`src/rtl/dsc_pkg.sv`:
```
package dsc_pkg;
  // kind of the open row cycle
  typedef enum logic [1:0] {
    MODE_IDLE   = 2'd0,
    MODE_ACCESS = 2'd1,
    MODE_CNTREF = 2'd2
  } mode_e;
endpackage

```
`src/rtl/dsc_sync.sv`:
```
module dsc_sync #(
  parameter int W       = 1,
  parameter int STAGES  = 2,
  parameter logic RST_V = 1'b1
) (
  input  logic         clk,
  input  logic         rst_n,
  input  logic [W-1:0] d_i,
  output logic [W-1:0] q_o
);
  for (genvar b = 0; b < W; b++) begin : g_bit
    logic [STAGES-1:0] pipe_q;
    always_ff @(posedge clk or negedge rst_n) begin
      if (!rst_n) pipe_q <= {STAGES{RST_V}};
      else        pipe_q <= {pipe_q[STAGES-2:0], d_i[b]};
    end
    assign q_o[b] = pipe_q[STAGES-1];
  end
endmodule

```
`src/rtl/dsc_ctrl.sv`:
```
module dsc_ctrl
  import dsc_pkg::*;
#(
  parameter int ADDR_W = 10,
  parameter int LANES  = 2
) (
  input  logic              clk,
  input  logic              rst_n,
  input  logic              s_ras_n,
  input  logic [LANES-1:0]  s_cas_n,
  input  logic              s_we_n,
  input  logic              s_oe_n,
  input  logic [ADDR_W-1:0] addr_i,
  output logic [ADDR_W-1:0] row_o,
  output logic [ADDR_W-1:0] col_o,
  output logic [LANES-1:0]  lane_we_o,
  output logic [LANES-1:0]  drive_o,
  output logic              ref_o,
  output logic [ADDR_W-1:0] ref_row_o
);
  mode_e             mode_q, mode_d;
  logic [ADDR_W-1:0] row_q, row_d, col_q, col_d, cnt_q, cnt_d, rrow_q, rrow_d;
  logic              colv_q, colv_d, early_q, early_d, wrote_q, wrote_d;
  logic [LANES-1:0]  lwe_q, lwe_d;
  logic              ref_q, ref_d;
  logic              p_ras_q, p_cas_q, p_we_q;

  logic cas_act, ras_fall, ras_rise, cas_fall, cas_rise, we_fall;
  assign cas_act  = ~&s_cas_n;
  assign ras_fall = p_ras_q & ~s_ras_n;
  assign ras_rise = ~p_ras_q & s_ras_n;
  assign cas_fall = ~p_cas_q & cas_act;
  assign cas_rise = p_cas_q & ~cas_act;
  assign we_fall  = p_we_q & ~s_we_n;

  always_comb begin
    mode_d  = mode_q;
    row_d   = row_q;
    col_d   = col_q;
    cnt_d   = cnt_q;
    rrow_d  = rrow_q;
    colv_d  = colv_q;
    early_d = early_q;
    wrote_d = wrote_q;
    lwe_d   = '0;
    ref_d   = 1'b0;
    if (ras_rise) begin
      if (mode_q == MODE_CNTREF) cnt_d = cnt_q + 1'b1;
      mode_d  = MODE_IDLE;
      colv_d  = 1'b0;
      early_d = 1'b0;
      wrote_d = 1'b0;
    end else if (ras_fall) begin
      ref_d = 1'b1;
      if (cas_act) begin
        mode_d = MODE_CNTREF;
        rrow_d = cnt_q;
      end else begin
        mode_d = MODE_ACCESS;
        row_d  = addr_i;
        rrow_d = addr_i;
      end
    end else if (mode_q == MODE_ACCESS) begin
      if (cas_fall) begin
        col_d  = addr_i;
        colv_d = 1'b1;
        if (!s_we_n) begin
          early_d = 1'b1;
          wrote_d = 1'b1;
          lwe_d   = ~s_cas_n;
        end
      end else if (cas_rise) begin
        colv_d  = 1'b0;
        early_d = 1'b0;
        wrote_d = 1'b0;
      end else if (colv_q && cas_act && we_fall && !wrote_q) begin
        lwe_d   = ~s_cas_n;
        wrote_d = 1'b1;
      end
    end
  end

  always_ff @(posedge clk or negedge rst_n) begin
    if (!rst_n) begin
      mode_q  <= MODE_IDLE;
      row_q   <= '0;
      col_q   <= '0;
      cnt_q   <= '0;
      rrow_q  <= '0;
      colv_q  <= 1'b0;
      early_q <= 1'b0;
      wrote_q <= 1'b0;
      lwe_q   <= '0;
      ref_q   <= 1'b0;
      p_ras_q <= 1'b1;
      p_cas_q <= 1'b0;
      p_we_q  <= 1'b1;
    end else begin
      mode_q  <= mode_d;
      row_q   <= row_d;
      col_q   <= col_d;
      cnt_q   <= cnt_d;
      rrow_q  <= rrow_d;
      colv_q  <= colv_d;
      early_q <= early_d;
      wrote_q <= wrote_d;
      lwe_q   <= lwe_d;
      ref_q   <= ref_d;
      p_ras_q <= s_ras_n;
      p_cas_q <= cas_act;
      p_we_q  <= s_we_n;
    end
  end

  for (genvar g = 0; g < LANES; g++) begin : g_drv
    assign drive_o[g] = (mode_q == MODE_ACCESS) & colv_q & ~early_q & ~s_ras_n
                        & ~s_cas_n[g] & ~s_oe_n & s_we_n;
  end

  assign row_o     = row_q;
  assign col_o     = col_q;
  assign lane_we_o = lwe_q;
  assign ref_o     = ref_q;
  assign ref_row_o = rrow_q;

  AST_CNTREF_NO_WRITE: assert property (@(posedge clk) disable iff (!rst_n)
    (mode_q == MODE_CNTREF) |-> (lwe_q == '0));
  AST_CNTREF_NO_DRIVE: assert property (@(posedge clk) disable iff (!rst_n)
    (mode_q == MODE_CNTREF) |-> (drive_o == '0));
  AST_COUNTER_STEP: assert property (@(posedge clk) disable iff (!rst_n)
    (cnt_q != $past(cnt_q)) |-> (cnt_q == ADDR_W'($past(cnt_q) + 1'b1)));
  AST_EARLY_FLOAT: assert property (@(posedge clk) disable iff (!rst_n)
    early_q |-> (drive_o == '0));
  AST_REF_SINGLE: assert property (@(posedge clk) disable iff (!rst_n)
    ref_q |=> !ref_q);
  AST_LANE_WE_OWN_STROBE: assert property (@(posedge clk) disable iff (!rst_n)
    (lwe_d != '0) |-> ((lwe_d & s_cas_n) == '0));
endmodule

```
`src/rtl/dsc_array.sv`:
```
module dsc_array #(
  parameter int ROW_BITS = 3,
  parameter int COL_BITS = 3,
  parameter int LANES    = 2,
  parameter int LANE_W   = 8
) (
  input  logic                      clk,
  input  logic [ROW_BITS-1:0]       row_i,
  input  logic [COL_BITS-1:0]       col_i,
  input  logic [LANES-1:0]          we_i,
  input  logic [LANES*LANE_W-1:0]   wdata_i,
  output logic [LANES*LANE_W-1:0]   rdata_o
);
  localparam int AW    = ROW_BITS + COL_BITS;
  localparam int DEPTH = 1 << AW;

  logic [AW-1:0] idx;
  assign idx = {row_i, col_i};

  for (genvar g = 0; g < LANES; g++) begin : g_lane
    logic [LANE_W-1:0] mem [DEPTH];
    always_ff @(posedge clk) begin
      if (we_i[g]) mem[idx] <= wdata_i[g*LANE_W +: LANE_W];
    end
    assign rdata_o[g*LANE_W +: LANE_W] = mem[idx];
  end
endmodule

```
`src/rtl/dram_strobe_ctl.sv`:
```
module dram_strobe_ctl #(
  parameter int ADDR_W   = 10,
  parameter int LANE_W   = 8,
  parameter int ROW_BITS = 3,
  parameter int COL_BITS = 3
) (
  input  logic              clk,
  input  logic              rst_n,
  input  logic              ras_n_i,
  input  logic              lcas_n_i,
  input  logic              ucas_n_i,
  input  logic              we_n_i,
  input  logic              oe_n_i,
  input  logic [ADDR_W-1:0] addr_i,
  input  logic [2*LANE_W-1:0] din_i,
  output logic [2*LANE_W-1:0] dout_o,
  output logic [1:0]        drive_o,
  output logic [1:0]        lane_we_o,
  output logic              ref_o,
  output logic [ADDR_W-1:0] ref_row_o
);
  localparam int LANES  = 2;
  localparam int DATA_W = LANES * LANE_W;

  logic [1:0] rst_pipe_q;
  logic       rst_int_n;
  always_ff @(posedge clk or negedge rst_n) begin
    if (!rst_n) rst_pipe_q <= 2'b00;
    else        rst_pipe_q <= {rst_pipe_q[0], 1'b1};
  end
  assign rst_int_n = rst_pipe_q[1];

  logic [4:0] raw_in, syn;
  assign raw_in = {oe_n_i, we_n_i, ucas_n_i, lcas_n_i, ras_n_i};

  dsc_sync #(.W(5), .STAGES(2), .RST_V(1'b1)) u_sync (
    .clk   (clk),
    .rst_n (rst_int_n),
    .d_i   (raw_in),
    .q_o   (syn)
  );

  logic [ADDR_W-1:0] row_q, col_q;
  logic [LANES-1:0]  lwe, drv;

  dsc_ctrl #(.ADDR_W(ADDR_W), .LANES(LANES)) u_ctrl (
    .clk       (clk),
    .rst_n     (rst_int_n),
    .s_ras_n   (syn[0]),
    .s_cas_n   (syn[2:1]),
    .s_we_n    (syn[3]),
    .s_oe_n    (syn[4]),
    .addr_i    (addr_i),
    .row_o     (row_q),
    .col_o     (col_q),
    .lane_we_o (lwe),
    .drive_o   (drv),
    .ref_o     (ref_o),
    .ref_row_o (ref_row_o)
  );

  logic [DATA_W-1:0] rdata;
  dsc_array #(.ROW_BITS(ROW_BITS), .COL_BITS(COL_BITS), .LANES(LANES), .LANE_W(LANE_W)) u_array (
    .clk     (clk),
    .row_i   (row_q[ROW_BITS-1:0]),
    .col_i   (col_q[COL_BITS-1:0]),
    .we_i    (lwe),
    .wdata_i (din_i),
    .rdata_o (rdata)
  );

  for (genvar g = 0; g < LANES; g++) begin : g_out
    assign dout_o[g*LANE_W +: LANE_W] = drv[g] ? rdata[g*LANE_W +: LANE_W] : '0;
  end
  assign drive_o   = drv;
  assign lane_we_o = lwe;

  AST_DRIVE_NEEDS_OE: assert property (@(posedge clk) disable iff (!rst_int_n)
    (drv != '0) |-> !syn[4]);
  AST_NO_DRIVE_WHILE_WRITE: assert property (@(posedge clk) disable iff (!rst_int_n)
    (lwe != '0) |-> (drv == '0));
endmodule

```
`config.mk`:
```
export PLATFORM = sky130hd
export DESIGN_NAME = dram_strobe_ctl
export DESIGN_NICKNAME = d
export VERILOG_FILES = /design/src/rtl/dsc_pkg.sv /design/src/rtl/dsc_sync.sv /design/src/rtl/dsc_ctrl.sv /design/src/rtl/dsc_array.sv /design/src/rtl/dram_strobe_ctl.sv
export SDC_FILE = /design/constraint.sdc
export NUM_CORES = 1
export LEC_CHECK = 0
export BUFFER_PORTS_ARGS = -buffer_cell sky130_fd_sc_hd__buf_4
export CAP_MARGIN = 20
export CORE_MARGIN = 3
export CORE_UTILIZATION = 65
export DETAILED_ROUTE_END_ITERATION = 8
export PLACE_DENSITY = 0.88
export SLEW_MARGIN = 20
export SYNTH_ARGS = -nofsm -noshare
export SYNTH_HDL_FRONTEND = slang
export SYNTH_SLANG_ARGS = --single-unit
```
`constraint.sdc`:
```
create_clock -name clk -period 7.2 [get_ports clk]
set_input_delay 0.72 -clock clk [delete_from_list [all_inputs] [get_ports clk]]
set_output_delay 0.72 -clock clk [all_outputs]
set_load 0.02 [all_outputs]
```
* Yosys cells after proc, flatten, opt, wreduce, memory -nomap -nowiden
Memory sizes are Yosys's and may differ from the RTL's.
Index checks and enable logic that the tools add are counted.
** Storage, ports and cells
- Bits in registers :: 49
- Memory bits (writable) :: 1024
- Input port bits :: 33
- Output and inout bits :: 31
- Word-level logic and storage cells :: 103
- Memories kept :: 2
** Operators by class
- Add/sub/neg operators :: 1
- Eq/ne operators :: 4
- Mux-type cells :: 35
- Bitwise gates (word level) :: 25
- Reductions and logical operators :: 17
** Memories
- u_array.g_lane[0].mem :: words 64, width 8, read ports 1, clocked after Yosys merged registers in 0, wr ports 1, line dsc_array.sv:21 : logic [LANE_W-1:0] mem [DEPTH];
- u_array.g_lane[1].mem :: words 64, width 8, read ports 1, clocked after Yosys merged registers in 0, wr ports 1, line dsc_array.sv:21
** Operators by type and width (count)
- two-way mux 1 bit :: 22
- two-way mux 2 bit :: 10
- two-way mux 8 bit :: 2
- AND reduction 4 bit :: 4
- bitwise AND 1 bit :: 14
- adder 10 x 1 -> 10 bit (second input constant) :: 1
- two-way mux 10 bit :: 1
- inverter 1 bit :: 10
- AND reduction 2 bit :: 3
- nonzero test 2 bit :: 2
- nonzero test 4 bit :: 1
- logical AND 1 bit :: 3
- != test 3 x 2 -> 1 bit (second input constant) :: 1
- AND reduction 3 bit :: 1
- nonzero test 3 bit :: 1
- equality test 2 x 1 -> 1 bit (second input constant) :: 1
- equality test 2 bit (second input constant) :: 1
- logical NOT 1 bit :: 2
- != test 2 bit (second input constant) :: 1
- inverter 2 bit :: 1

* Longest topological paths before layout
Gate-level depths: netlist of the first run.
- Depth after elaboration :: 11
- Gate-level depth with buffers :: 10
- Mapped depth without buffers :: 7

* By module
A second synthesis of the first run with hierarchy kept.
** Second synthesis, totals
- Cell total of the unflattened synthesis :: 2554
- Area, all modules :: 42480.7 µm²
** Modules (own cells, without submodules)
- dsc_array :: instances 1, cells an instance 2335, area an instance 39837.0 µm², seq. area each 30749.5 µm²
- dsc_ctrl :: instances 1, cells an instance 185, area an instance 2189.6 µm², seq. area each 1278.7 µm²
- dsc_sync :: instances 1, cells an instance 15, area an instance 300.3 µm², seq. area each 262.8 µm²
- dram_strobe_ctl :: instances 1, cells an instance 19, area an instance 153.9 µm², seq. area each 50.0 µm²

* Worst setup path after synthesis of the first run
OpenSTA, ideal clock, no wires.
- Kind :: reg2out
- Start :: register u_ctrl.mode_q[1]
- End :: output dout_o[1]
- Data arrival time :: 2.910 ns
- Setup slack :: 3.570 ns
- Cell stages (with the launch flop) :: 6
- Buffers on the path :: 0
- Path through :: dfrtp_1 -> or4b_4 -> nor3_2 -> a21boi_0 -> o221ai_1 -> a2111oi_0
** Between the ends
- Longest elaborated chain between the ends :: 8
** Ends and longest elaborated chain
- from (decl) :: line dsc_ctrl.sv:21 : mode_e mode_q, mode_d;
- from (signal assigned) :: line dsc_ctrl.sv:99 : mode_q <= mode_d;
- equality test 2 x 1 -> 1 bit :: line dsc_ctrl.sv:116 : assign drive_o[g] = (mode_q == MODE_ACCESS) & colv_q & ~early_q & ~s_ras_n
- bitwise AND 1 bit (3 in a row) :: line dsc_ctrl.sv:116
- bitwise AND 1 bit (3 in a row) :: line dsc_ctrl.sv:117 : & ~s_cas_n[g] & ~s_oe_n & s_we_n;
- named net drive_o[0] :: line dram_strobe_ctl.sv:17 : output logic [1:0] drive_o,
- two-way mux 8 bit :: line dram_strobe_ctl.sv:73 : assign dout_o[g*LANE_W +: LANE_W] = drv[g] ? rdata[g*LANE_W +: LANE_W] : '0;
- to (decl) :: line dram_strobe_ctl.sv:16 : output logic [2*LANE_W-1:0] dout_o,
The timed path passes the listed nets, and every way through them passes these cells.

* Worst setup path after layout of the first run
- Start :: register u_ctrl.col_q[2], in the netlist u_ctrl.col_o[2]
- End :: output dout_o[1]
** Between the ends
- Longest elaborated chain between the ends :: 2
** Ends and longest elaborated chain
- from (decl) :: line dsc_ctrl.sv:22 : logic [ADDR_W-1:0] row_q, row_d, col_q, col_d, cnt_q, cnt_d, rrow_q, rrow_d;
- from (signal assigned) :: line dsc_ctrl.sv:101 : col_q <= col_d;
- memory read (64 x 8 bit)
- two-way mux 8 bit :: line dram_strobe_ctl.sv:73
No other way between the ends.

==> results of run 1 <==
[worst min-delay path by stage]
stage | start | endpoint
floorplan | rst_pipe_q[0]$_DFF_PN0_ | rst_pipe_q[1]$_DFF_PN0_
global placement | rst_pipe_q[0]$_DFF_PN0_ | rst_pipe_q[1]$_DFF_PN0_
detailed placement | rst_pipe_q[0]$_DFF_PN0_ | rst_pipe_q[1]$_DFF_PN0_
CTS | we_n_i | u_sync.g_bit[3].pipe_q[0]$_DFF_PN1_
global route | we_n_i | u_sync.g_bit[3].pipe_q[0]$_DFF_PN1_
finish | ucas_n_i | u_sync.g_bit[2].pipe_q[0]$_DFF_PN1_
[sequential cells by signal (all words and copies together) (netlist names), 2 cells and up]
name and cells:
rst_pipe_q 2, u_array.g_lane.mem 1024, u_ctrl.cnt_q 10, u_ctrl.col_o 3
u_ctrl.lane_we_o 2, u_ctrl.mode_q 2, u_ctrl.ref_row_o 10, u_ctrl.row_o 3
u_sync.g_bit.pipe_q 10
[through the flow]
stage          total power [mW]  cells  worst slack, ns
6_report                   15.0   3333             1.24
5_1_grt                    15.3   3332             1.26
4_1_cts                    14.9   3332             1.47
3_5_place_dp               9.72   3148             2.29
3_3_place_gp               9.63   3148             2.15
2_1_floorplan              8.75   2350             3.57
[power breakdown]
group / switching [mW] / leakage [nW] / internal [mW]
logic: 1.87 / 3.29 / 0.927
registers: 0.150 / 9.78 / 6.87
clock network: 2.27 / 1.55 / 2.95
total: 4.29 / 14.6 / 10.8
[logic make-up after synthesis]
kind of cell,Yosys count,share of synthesized area (%)
flip-flops,1073,76.5
AO/OA/AOI/OAI,456,7.75
AND/OR/NAND/NOR,370,4.22
multiplexers,265,9.19
buffers and inverters,171,1.95
XOR/XNOR,9,0.189
adder cells (fa/ha/maj),5,0.150
other,1,0.00897
[routing by layer]
metal  global-route usage [%]  vias to the layer above  part of all wire (%)
li1                         -                     9692                     -
met1                     43.8                    12219                    31
met2                     53.5                     2754                    47
met3                     11.2                      631                    16
met4                     17.7                        0                   6.7
met5                    0.292                        -                     0
[placed cells by master, fill, tap and decap left out, types with 11 or more instances in the layout]
master                         n
sky130_fd_sc_hd__o21ai_0      35
sky130_fd_sc_hd__inv_1        12
sky130_fd_sc_hd__dfrtp_1      33
sky130_fd_sc_hd__clkbuf_1     22
sky130_fd_sc_hd__clkbuf_16   100
sky130_fd_sc_hd__a211oi_1     24
sky130_fd_sc_hd__bufinv_16    11
sky130_fd_sc_hd__dfstp_2      12
sky130_fd_sc_hd__nand2_1      76
sky130_fd_sc_hd__nor2_1      175
sky130_fd_sc_hd__buf_4       107
sky130_fd_sc_hd__a22oi_1      26
sky130_fd_sc_hd__mux2_2      120
sky130_fd_sc_hd__o22ai_1     138
sky130_fd_sc_hd__nand3_1      12
sky130_fd_sc_hd__edfxtp_1   1024
sky130_fd_sc_hd__o31ai_1      18
sky130_fd_sc_hd__clkinv_1     21
sky130_fd_sc_hd__mux4_2       83
sky130_fd_sc_hd__mux2i_1      62
sky130_fd_sc_hd__nor2b_1      12
sky130_fd_sc_hd__a21oi_1      52
sky130_fd_sc_hd__clkinv_2     19
sky130_fd_sc_hd__or3_1        11
sky130_fd_sc_hd__nor3_1       11
sky130_fd_sc_hd__o221ai_1     95
[critical path: stages (launching register included)]
cell	delay, ns
sky130_fd_sc_hd__dfrtp_4	1.10
sky130_fd_sc_hd__buf_4	0.88
sky130_fd_sc_hd__mux2_2	0.32
sky130_fd_sc_hd__o22ai_1	0.11
sky130_fd_sc_hd__a22oi_1	0.30
sky130_fd_sc_hd__o21ai_0	0.30
sky130_fd_sc_hd__a2111oi_0	1.11
sky130_fd_sc_hd__buf_4	0.30
[layout make-up]
type                       count  area, um^2
sequential                  1073       32000
antenna                        1        2.50
inverter                      14        58.8
multi-input combinational   1106        9010
clock buffer                 122        2580
timing repair buffer         110         853
tap                          846        1060
clock inverter                61         612
fill                        3311       17100
==> impl_metrics.toml, run 1 <==
[timing]
setup_viol = 0
max_slew_margin_pct = 19.8
maxClockFrequency_mhz = 168
hold_violations = 0
final.hold.worst_slack_ns = 0.157
minimum_period_implied_by_the_final_worst_setup_slack_ns = 5.96
post-route-period-util_pct = 82.8
fin_worst_skew_ns = 0.0216
maxSlewViolCount = 0
grt_setup_unrepaired = "false"
timing.setup.tns_ns = 0
worstMarginPinSlew_ns = 1.17

[synthesis]
synthDominantAreaCellType = "sky130_fd_sc_hd__edfxtp_1"
syn_nets = 2388
number_of_enable_flip_flop_cells_after_synthesis = 1024
synth_cell_type_count = 76
post-synth-top-count-cell = "sky130_fd_sc_hd__edfxtp_1"
postSynthCellCount = 2350
syn_area_per_cell_um2 = 17.8
yosysSeqAreaShare_pct = 76.5
synth_top_cell_area_share_pct = 73.6
yosys_register_bits = 1073
synthesis.area_um2 = 41800
most_instantiated_cells_after_synthesis = "sky130_fd_sc_hd__edfxtp_1, sky130_fd_sc_hd__nor2_1, sky130_fd_sc_hd__o22ai_1"
yosys_warnings = 0
ys_dominant_reg_cell = "sky130_fd_sc_hd__edfxtp_1"
synth_top_cells_by_area = "sky130_fd_sc_hd__edfxtp_1, sky130_fd_sc_hd__mux4_2, sky130_fd_sc_hd__mux2_2, sky130_fd_sc_hd__dfrtp_1, sky130_fd_sc_hd__o22ai_1"
asyncSetResetFlopFracSynth_pct = 4.57

[clock_network]
cts.reportedPaths.clkPinSlew_ns = 0.06
cts_num_sinks = 1073
post_cts.resized_instances = 0
clk-insertion-delay-late_ns = 0.67
cts.htree.levels = 3
cts_tree = "yes"
cts_made_buffers = 98
post_cts_buffers = 0
number_of_buffers_inserted_by_hold_repair_at_cts = 1
clk_root_buffer_cell = "sky130_fd_sc_hd__clkbuf_16"
clock_path_buffers = 3

[worst_setup_path]
timing.critical_path.to = "dout_o[1]"
critical_path.startpoint = "u_ctrl.col_o[2]$_DFFE_PN0P_"
setup.worst_path.start_class = "flip-flop"
category_of_the_worst_setup_path_capture_point = "output pin"
reg2reg_setup_slack_ns = 3.70
r2r-end = "u_array.g_lane[1].mem[60][6]$_DFFE_PP_"
crit_type = "reg2out"
timing.critical_path.arrival_ns = 5.24
critical_path_required_ns = 6.48
r2r.worst_path.cells = 4
path_max_fanout = 73
critical_path.reg2reg.startpoint = "u_ctrl.row_o[2]$_DFFE_PN0P_"

[floorplan]
die_height_um = 260
core_um2 = 63300
die_w_um = 260
die_area_um2 = 67400
core.rowCount = 92
io_pins = 64
initial_core_util_pct = 66.0

[drt]
drtIter0Drc = 4830
detailed_route_vias_per_instance = 7.59
antenna_violating_nets_post_route = 0
drt_drc_violations_left = 0
detailroute.via_count = 25296
detailedRoute.firstPassIterationCount = 7
wl_per_cell_um = 34.5
routed_wirelength_mm = 115

[cells_and_area]
nets = 2441
postLayoutCellArea_um2 = 46200
ratio_of_cells_with_drive_above_1_in_the_final_layout_pct = 19.9
flow.area_growth_from_synthesis_pct = 10.5
final_core_util_pct = 73.0

[global_routing]
grt_antenna_before_repair = 0
grt_util_all_layers_pct = 34.3
grt-ovfl-total = 0
vias_in_the_first_global_route = 25051
pin_count_of_the_biggest_net_entering_global_routing = 103
grt_first_pass_wirelength_mm = 167

[worst_hold_path]
min-delay-path-class = "in2reg"
holdPathStages = 1

[outcome]
status = "finished, final reports clean"

[power]
worst_case_vdd_ir_drop_mv = 0.244
power_leakage_nw = 14.6
power_per_cell_area_nw_per_um2 = 326

[place]
port-buffer-count = 63
placed_cell_area_um2 = 43000
finalWeightedCongestion = 0.962
detailedPlacementHpwl_mm = 64.6

[run]
cap_violations = 0
(Power assumes the default switching activity.)
==> run 2: changes to the inputs <==
--- a/config.mk
+++ b/config.mk
@@ -8,9 +8,9 @@
 export BUFFER_PORTS_ARGS = -buffer_cell sky130_fd_sc_hd__buf_4
 export CAP_MARGIN = 20
 export CORE_MARGIN = 3
-export CORE_UTILIZATION = 65
+export CORE_UTILIZATION = 56
 export DETAILED_ROUTE_END_ITERATION = 8
-export PLACE_DENSITY = 0.88
+export PLACE_DENSITY = 0.81
 export SLEW_MARGIN = 20
 export SYNTH_ARGS = -nofsm -noshare
 export SYNTH_HDL_FRONTEND = slang
==> constraint.sdc (replaced) <==
create_clock -name clk -period 4.85 [get_ports clk]
set_input_delay 0.485 -clock clk [delete_from_list [all_inputs] [get_ports clk]]
set_output_delay 0.485 -clock clk [all_outputs]
set_load 0.02 [all_outputs]
==> impl_metrics.toml, run 2 (synthesis gave the netlist of run 1 again) <==
[run]
cap_violations = 0

[power]
power_leakage_nw = 14.8
power_report.internal_total_mw = 16.1
clockPowerShare_pct = 34.8
finalPower_mw = 22.5
sw_ratio_pct = 28.4
power_per_cell_area_nw_per_um2 = 480
power.sequential.fraction_pct = 46.1
worst_case_vdd_ir_drop_mv = 0.512
comb_pwr_share_pct = 19.1
power.switching_mw = 6.37

[clock_network]
cts_tree = "yes"
clk-insertion-delay-late_ns = 0.67
clk_root_buffer_cell = "sky130_fd_sc_hd__clkbuf_16"
cts.reportedPaths.clkPinSlew_ns = 0.06
cts_num_sinks = 1073
cts.htree.levels = 3
cts_made_buffers = 99
clock_path_buffers = 3

[floorplan]
die_height_um = 279
io_pins = 64
die_area_um2 = 78000
initial_core_util_pct = 56.9
die_w_um = 279
core.rowCount = 99
core_um2 = 73500

[drt]
antenna_violating_nets_post_route = 0
drtIter0Drc = 4056
wl_per_cell_um = 32.1
detailedRoute.firstPassIterationCount = 8
detailroute.via_count = 24741
routed_wirelength_mm = 112
drt_drc_violations_left = 0
detailed_route_vias_per_instance = 7.11

[timing]
grt_setup_unrepaired = "false"
setup_viol = 3
setup_ws_ns = -0.185
worstMarginPinSlew_ns = 1.22
maxSlewViolCount = 0
hold_violations = 0
fin_worst_skew_ns = 0.0261
max_slew_margin_pct = 16.8
minimum_period_implied_by_the_final_worst_setup_slack_ns = 5.03
final.hold.worst_slack_ns = 0.0924
post-route-period-util_pct = 104
maxClockFrequency_mhz = 199
timing.setup.tns_ns = -0.260

[worst_setup_path]
category_of_the_worst_setup_path_capture_point = "output pin"
cp.buffers_inverters = 2
critPathMaxStageDelay_ns = 1.03
setup.worst_path.start_class = "flip-flop"
path_delay_family = "compound AO/OA/AOI/OAI gates"
timing.critical_path.arrival_ns = 4.55
crit_path_frequent_cell = "sky130_fd_sc_hd__buf_4"
path_max_fanout = 22
cpMaxStageDelayCell = "sky130_fd_sc_hd__a2111oi_0"
critical_path_cell_sequence = "buf_4 > nand2b_1 > o22ai_1 > a221oi_1 > o221ai_1 > a2111oi_0 > buf_4"
critical_path_required_ns = 4.37
crit_type = "reg2out"

[place]
port-buffer-count = 63
placed_cell_area_um2 = 43400
detailedPlacementHpwl_mm = 65.3
finalWeightedCongestion = 0.985
post-place-ws_ns = 0.810
place.detailed.instances = 3283

[worst_hold_path]
min-delay-path-class = "in2reg"

[global_routing]
pin_count_of_the_biggest_net_entering_global_routing = 127
grt_util_all_layers_pct = 28.4
grt_antenna_before_repair = 2
grt_first_pass_wirelength_mm = 163
vias_in_the_first_global_route = 24508
grt-ovfl-total = 0

[cells_and_area]
layout.cells.most_common = "sky130_fd_sc_hd__edfxtp_1"
fin_cells = 3480
number_of_flip_flops_in_the_largest_register = 1024
nets = 2470
multiInputGateArea_um2 = 9030
max_flop_register = "u_array.g_lane.mem"
ratio_of_cells_with_drive_above_1_in_the_final_layout_pct = 21.0
postLayoutCellArea_um2 = 46700
final_core_util_pct = 63.6
nFillCells = 4694
layout.area.seq_um2 = 32000
flow.area_growth_from_synthesis_pct = 11.8
layout.cells.most_common_list = "sky130_fd_sc_hd__edfxtp_1, sky130_fd_sc_hd__nor2_1, sky130_fd_sc_hd__o22ai_1"

[outcome]
status = "finished, violations left"
violations = "setup timing"
run 2: cell type report:
type / count / area share, %
clock buffer: 120 / 5.60
sequential: 1073 / 68.5
tap: 959 / 2.57
multi-input combinational: 1106 / 19.3
timing repair buffer: 138 / 2.53
clock inverter: 67 / 1.36
inverter: 14 / 0.126
antenna: 3 / 0.0161
run 2: final timing paths:
kind	startpoint	end	slack, ns	cells after the start
max	u_ctrl.col_o[0]$_DFFE_PN0P_	dout_o[6]	-0.18	7
max in group asynchronous	rst_pipe_q[1]$_DFF_PN0_	u_ctrl.col_o[0]$_DFFE_PN0P_	4.01	0
min reg2reg	rst_pipe_q[1]$_DFF_PN0_	u_ctrl.ref_row_o[4]$_DFFE_PN0P_	0.35	0
min	addr_i[0]	u_ctrl.row_o[0]$_DFFE_PN0P_	0.09	2
max reg2reg	u_ctrl.row_o[2]$_DFFE_PN0P_	u_array.g_lane[0].mem[33][1]$_DFFE_PP_	0.95	4
min in group asynchronous	rst_n	rst_pipe_q[0]$_DFF_PN0_	0.15	2
run 2: timing repair:
item	4_1_cts	5_1_grt
hold buffers	6	0
endpoints found under the setup margin	1	4
endpoints found under the hold margin	7	0
setup buffers	0	1
gates resized for setup	1	6
run 2: worst register-to-register path, stage by stage (launching register included):
cell and delay [ns]:
sky130_fd_sc_hd__dfrtp_1 0.91, sky130_fd_sc_hd__inv_1 0.36, sky130_fd_sc_hd__nor3_2 0.95, sky130_fd_sc_hd__nand2_1 0.41
sky130_fd_sc_hd__nor2_1 0.88
run 2: power groups by stage:
stage | registers [mW] | logic (mW) | clock network [mW]
6_report | 10.3 | 4.29 | 7.82
2_1_floorplan | 10.5 | 2.53 | 0
5_1_grt | 10.3 | 4.38 | 8.20
4_1_cts | 10.4 | 4.09 | 7.83
3_5_place_dp | 10.5 | 4.02 | 0
3_3_place_gp | 10.5 | 3.92 | 0
run 2: metal layers:
| layer | up-vias | GRT usage [%] | routed length, um |
|---|---|---|---|
| met2 | 2214 | 44.2 | 52000 |
| li1 | 9756 | - | - |
| met3 | 448 | 8.49 | 15500 |
| met4 | 2 | 12.9 | 6140 |
| met5 | - | 0 | 13 |
| met1 | 12321 | 37.4 | 38100 |
